### src/rtl/bfact_pkg.sv
package bfact_pkg;

  localparam int BF_W     = 16;
  localparam int BF_EXP_W = 8;
  localparam int BF_MAN_W = 7;

  typedef logic [BF_W-1:0] bf16_t;

  typedef enum logic [1:0] {
    ACT_PASS = 2'd0,
    ACT_RELU = 2'd1,
    ACT_TMIN = 2'd2,
    ACT_TMAX = 2'd3
  } act_op_e;

  // Exponent all ones with a nonzero mantissa.
  function automatic logic bf_is_nan(bf16_t v);
    return (&v[BF_W-2 -: BF_EXP_W]) && (|v[BF_MAN_W-1:0]);
  endfunction

  // Map a bit pattern onto an unsigned key that follows sign-magnitude order.
  function automatic bf16_t bf_order_key(bf16_t v);
    return v[BF_W-1] ? ~v : {1'b1, v[BF_W-2:0]};
  endfunction

endpackage

### src/rtl/bfact_cfg_decode.sv
module bfact_cfg_decode
  import bfact_pkg::*;
#(
  parameter int CFG_W    = 32,
  parameter int MODE_LSB = 2,
  parameter int MODE_W   = 4,
  parameter int THR_LSB  = 6
) (
  input  logic [CFG_W-1:0] cfg_word,
  output act_op_e          op,
  output bf16_t            thr
);

  localparam int MODE_MSB = MODE_LSB + MODE_W - 1;
  localparam int THR_MSB  = THR_LSB + BF_W - 1;

  logic [MODE_W-1:0] mode_code;
  logic [CFG_W-1:0]  unused_cfg_bits;

  assign mode_code       = cfg_word[MODE_MSB:MODE_LSB];
  assign thr             = cfg_word[THR_MSB:THR_LSB];
  assign unused_cfg_bits = cfg_word;

  // Codes beyond the defined set fall back to pass-through.
  always_comb begin
    case (mode_code)
      MODE_W'(1): op = ACT_RELU;
      MODE_W'(2): op = ACT_TMIN;
      MODE_W'(3): op = ACT_TMAX;
      default:    op = ACT_PASS;
    endcase
  end

endmodule

### src/rtl/bfact_cmp.sv
module bfact_cmp
  import bfact_pkg::*;
(
  input  bf16_t a,
  input  bf16_t b,
  output logic  a_lt_b,
  output logic  a_gt_b
);

  bf16_t key_a;
  bf16_t key_b;

  assign key_a  = bf_order_key(a);
  assign key_b  = bf_order_key(b);
  assign a_lt_b = key_a < key_b;
  assign a_gt_b = key_a > key_b;

endmodule

### src/rtl/bfact_apply.sv
module bfact_apply
  import bfact_pkg::*;
(
  input  act_op_e op,
  input  bf16_t   thr,
  input  bf16_t   din,
  output bf16_t   dout
);

  logic below_thr;
  logic above_thr;
  logic din_nan;

  bfact_cmp u_cmp (
    .a      (din),
    .b      (thr),
    .a_lt_b (below_thr),
    .a_gt_b (above_thr)
  );

  assign din_nan = bf_is_nan(din);

  always_comb begin
    dout = din;
    if (!din_nan) begin
      case (op)
        ACT_RELU: if (din[BF_W-1]) dout = '0;
        ACT_TMIN: if (below_thr)   dout = '0;
        ACT_TMAX: if (above_thr)   dout = thr;
        default:  dout = din;
      endcase
    end
  end

endmodule

### src/rtl/bfact_pipe_reg.sv
module bfact_pipe_reg #(
  parameter int W = 16
) (
  input  logic         clk,
  input  logic         rst_n,
  input  logic         in_valid,
  output logic         in_ready,
  input  logic [W-1:0] in_data,
  output logic         out_valid,
  input  logic         out_ready,
  output logic [W-1:0] out_data
);

  logic valid_q;
  logic valid_d;
  logic load_en;
  logic [W-1:0] data_q;

  assign in_ready = !valid_q || out_ready;
  assign load_en  = in_valid && in_ready;

  always_comb begin
    valid_d = valid_q;
    if (load_en)        valid_d = 1'b1;
    else if (out_ready) valid_d = 1'b0;
  end

  always_ff @(posedge clk or negedge rst_n) begin
    if (!rst_n) valid_q <= 1'b0;
    else        valid_q <= valid_d;
  end

  always_ff @(posedge clk) begin
    if (load_en) data_q <= in_data;
  end

  assign out_valid = valid_q;
  assign out_data  = data_q;

  a_r9_hold_under_stall: assert property (@(posedge clk) disable iff (!rst_n)
    (out_valid && !out_ready) |=> (out_valid && $stable(out_data)));

  a_r8_accept_gives_valid: assert property (@(posedge clk) disable iff (!rst_n)
    (in_valid && in_ready) |=> out_valid);

  a_r9_drain_when_taken: assert property (@(posedge clk) disable iff (!rst_n)
    (out_valid && out_ready && !in_valid) |=> !out_valid);

  a_r8_data_captured: assert property (@(posedge clk) disable iff (!rst_n)
    (in_valid && in_ready) |=> (out_data == $past(in_data)));

endmodule

### src/rtl/bf16_act_stage.sv
module bf16_act_stage
  import bfact_pkg::*;
#(
  parameter int CFG_W    = 32,
  parameter int MODE_LSB = 2,
  parameter int MODE_W   = 4,
  parameter int THR_LSB  = 6
) (
  input  logic             clk,
  input  logic             rst_n,
  input  logic [CFG_W-1:0] cfg_word,
  input  logic             in_valid,
  output logic             in_ready,
  input  logic [BF_W-1:0]  in_data,
  output logic             out_valid,
  input  logic             out_ready,
  output logic [BF_W-1:0]  out_data
);

  act_op_e op;
  bf16_t   thr;
  bf16_t   act_res;

  bfact_cfg_decode #(
    .CFG_W    (CFG_W),
    .MODE_LSB (MODE_LSB),
    .MODE_W   (MODE_W),
    .THR_LSB  (THR_LSB)
  ) u_decode (
    .cfg_word (cfg_word),
    .op       (op),
    .thr      (thr)
  );

  bfact_apply u_apply (
    .op   (op),
    .thr  (thr),
    .din  (in_data),
    .dout (act_res)
  );

  bfact_pipe_reg #(
    .W (BF_W)
  ) u_pipe (
    .clk       (clk),
    .rst_n     (rst_n),
    .in_valid  (in_valid),
    .in_ready  (in_ready),
    .in_data   (act_res),
    .out_valid (out_valid),
    .out_ready (out_ready),
    .out_data  (out_data)
  );

  // Rectified results never carry a sign bit unless the input was NaN.
  a_r3_relu_nonneg: assert property (@(posedge clk) disable iff (!rst_n)
    (in_valid && op == ACT_RELU && !bf_is_nan(in_data)) |-> !act_res[BF_W-1]);

  // Saturated results never order above the threshold.
  a_r5_max_bounded: assert property (@(posedge clk) disable iff (!rst_n)
    (in_valid && op == ACT_TMAX && !bf_is_nan(in_data))
      |-> (bf_order_key(act_res) <= bf_order_key(thr)));

  a_r7_nan_untouched: assert property (@(posedge clk) disable iff (!rst_n)
    (in_valid && bf_is_nan(in_data)) |-> (act_res == in_data));

  a_r10_idle_after_reset: assert property (@(posedge clk)
    !rst_n |=> !out_valid);

endmodule

### config.mk
export PLATFORM = sky130hd
export DESIGN_NAME = bf16_act_stage
export DESIGN_NICKNAME = d
export VERILOG_FILES = /design/src/rtl/bfact_pkg.sv /design/src/rtl/bfact_cfg_decode.sv /design/src/rtl/bfact_cmp.sv /design/src/rtl/bfact_apply.sv /design/src/rtl/bfact_pipe_reg.sv /design/src/rtl/bf16_act_stage.sv
export SDC_FILE = /design/constraint.sdc
export NUM_CORES = 1
export LEC_CHECK = 0
export BUFFER_PORTS_ARGS = -buffer_cell sky130_fd_sc_hd__buf_4
export CAP_MARGIN = 5
export CORE_MARGIN = 4
export CORE_UTILIZATION = 52
export DETAILED_ROUTE_END_ITERATION = 10
export PLACE_DENSITY = 0.92
export SLEW_MARGIN = 20
export SYNTH_ARGS = -nofsm -noshare
export SYNTH_HDL_FRONTEND = slang
export SYNTH_SLANG_ARGS = --single-unit
### constraint.sdc
create_clock -name clk -period 2.39 [get_ports clk]
set_input_delay 0.239 -clock clk [delete_from_list [all_inputs] [get_ports clk]]
set_output_delay 0.239 -clock clk [all_outputs]
set_load 0.03 [all_outputs]
==> run_results.csv <==
group,metric,value,unit
status,status,"finished with violations",
status,failed_checks,"setup timing",
power_and_ir_drop,seqPwrFrac,0.290,
route,drt_iter0_markers,311,
sta,fin_crit,2.85,ns
global_route,busiest_layer,"met2",
sta,rsz0062_at_grt,"true",
job,cap_violations,0,
finish,final_core_util,0.946,
die,die_w,65.0,um
placement,post-dp-hpwl,3680,um
global_route,first_global_vias,1889,
logic_synthesis,syn_avg_cell_area,10.8,um2
clock_tree,cts-root-buf,"clkbuf_4",
power_and_ir_drop,vdd_drop_max,0.222,mV
power_and_ir_drop,swShare,0.390,
sta,worst_slack,-0.458,ns
route,drtAntennaViolNets,0,
placement,numPortBuffers,57,
setup_path,endpoint_kind,"flop",
sta,slew_headroom,0.454,
route,wire_per_inst,29.4,um
power_and_ir_drop,comb_power_share,0.566,
die,coreArea,0.00308,mm2
route,wl,8830,um
sta,holdWs,0.131,ns
power_and_ir_drop,power_density,426,mW/mm2
global_route,use_met3,0.0537,
sta,max_freq,351,MHz
placement,gp_congestion,0.903,
finish,final_cell_mix,"buf_4, ha_4, edfxtp_1, xnor2_1",
global_route,grt.total_usage,0.335,
sta,finalMaxSlewViolations,0,
hold_path,hp-class,"input port to flop",
clock_tree,cts_tree,"built",
sta,final_hold_viol_count,0,
sta,finalSetupViolCount,16,
setup_path,crit_path_max_fanout,8,
die,io_pins,70,
global_route,grt-ovfl-total,0,
die,initial_core_util,0.549,
global_route,grtUsageMet1,0.416,
logic_synthesis,ys_warn_count,0,
finish,final_common_cell,"buf_4",
finish,stdcell_area,0.00291,mm2
finish,final_nets,340,
sta,fin_setup_tns,-6.56,ns
sta,skew,0.00289,ns
setup_path,arrival,2.93,ns
finish,drive_above_1_share,0.664,
setup_path,start_kind,"input port",
die,core.rowCount,20,
global_route,antenna_found_initial,0,
global_route,grt_max_degree,18,
sta,worstMarginPinSlew,0.818,ns
logic_synthesis,synth_cell_type_count,34,
logic_synthesis,synthArstFlopShare,0.0588,
clock_tree,clk_latency,0.32,ns
logic_synthesis,synthCells,156,
global_route,met2_usage,0.576,
clock_tree,clock_path_buffers,2,
logic_synthesis,synth-edff-count,16,
clock_tree,cts_buffers,3,
logic_synthesis,syn_area,0.00169,mm2
clock_tree,htree_levels,1,
power_and_ir_drop,pwr-share-clk,0.144,
power_and_ir_drop,leakage,1.25,nW
logic_synthesis,syn_nets,239,
power_and_ir_drop,p_sw,0.000483,W
global_route,grt_pass1_wl,10400,um
clock_tree,clk_pin_slew,0.12,ns
placement,placed_area,0.00244,mm2
logic_synthesis,ys_ff_latch,17,
die,die_area,0.00423,mm2
route,vias,2051,
route,dr.pass1.iters,5,
setup_path,required,2.47,ns
clock_tree,cts_num_sinks,17,
die,die_h,65.0,um
finish,num_antenna_cells,0,
logic_synthesis,yosysSeqAreaShare,0.299,
logic_synthesis,ys.flop_type,"edfxtp_1",
setup_path,critical_path_class,"input port to flop",
finish,syn2layout_area_growth,72.2,%
power_and_ir_drop,power.internal,0.000756,W
sta,fin_crit_sh,1.19,
route,post-route-drc-count,0,
route,vias_per_cell,6.84,
[cells by family after synthesis]
group                      after synthesis  share of synthesized area
and+or+nand+nor                         41                      0.168
buffers and inverters                   20                     0.0496
DFF                                     17                      0.299
adders and majority gates               31                      0.229
AOI/OAI and AO/OA                       32                      0.176
xor gates and xnor gates                15                     0.0777
[stage by stage]
step,instances,setup WS (ns),total power [W]
global route,300,-0.476,0.00126
CTS,293,-0.217,0.00105
detailed placement,281,-0.544,0.000804
floorplan,156,-0.399,0.000612
finish,300,-0.458,0.00124
global placement,281,-0.441,0.000783
[power groups by stage]
stage	clock, W	combinational [W]	sequential, W
finish	0.000178	0.000701	0.000360
global route	0.000185	0.000717	0.000361
CTS	0.000153	0.000536	0.000357
detailed placement	0	0.000440	0.000364
global placement	0	0.000420	0.000363
floorplan	0	0.000208	0.000404
[metal layers]
layer / vias to the layer above / share of wire / routed length (um)
li1: 799 / - / -
met1: 946 / 0.33 / 2940
met2: 230 / 0.47 / 4190
met3: 76 / 0.12 / 1030
met4: 0 / 0.077 / 679
met5: - / 0 / 0
[synth_stat cells (2+ instances only)]
master	number	area, um2
a21oi_1	6	30.0
a221o_1	4	40.0
a221o_2	11	124
and2_1	5	31.3
and2_2	11	82.6
clkbuf_1	3	11.3
edfxtp_1	16	480
ha_1	31	388
inv_1	15	56.3
nand2_1	5	18.8
nand2b_1	3	18.8
nand3_1	2	10.0
nand4_1	6	37.5
nor2_1	2	7.51
o21ai_0	4	20.0
xnor2_1	14	123
[timing repair]
action,in CTS,in global routing
buffers inserted,4,8
cloned,3,0
endpoints found under the hold margin,1,0
gates resized for setup,30,14
hold buffers,1,0
pin swaps,39,18
setup endpoints to repair,16,16
[state kept, by name, summed over array words and instances, names as in the netlist]
| signal | count |
|---|---|
| u_pipe.out_valid | 1 |
| u_pipe.out_data | 16 |
[area by class of cell]
type / count / area, um2
inverter: 15 / 60.1
timing repair buffer: 100 / 820
clock buffer: 4 / 26.3
fill: 79 / 166
tap: 44 / 55.1
sequential: 17 / 505
multi-input combinational: 120 / 1450
[path summary, 6_finish.rpt]
kind	start	to	slack [ns]	cells past startpoint
worst max-delay path	in_data[15]	u_pipe.out_data[8]	-0.46	15
max in group asynchronous	rst_n	u_pipe.out_valid	2.05	2
worst max register to register	u_pipe.out_valid	u_pipe.out_data[13]	0.79	2
worst min-delay path	in_valid	u_pipe.out_valid	0.13	2
worst min register to register	u_pipe.out_valid	u_pipe.out_valid	0.62	2
min in group asynchronous	rst_n	u_pipe.out_valid	0.26	2
[critical path, cell delays in order]
cell and delay [ns]:
buf_8 0.08, clkinvlp_4 0.16, clkbuf_16 0.21, ha_4 0.26, inv_2 0.04, ha_4 0.24
nand4_1 0.14, buf_4 0.14, nor2_2 0.04, a221oi_2 0.33, and3_4 0.30, nor4b_4 0.06
buf_4 0.14, clkbuf_16 0.16, a221o_2 0.36
Note: power is estimated with default switching activity, not from simulation.
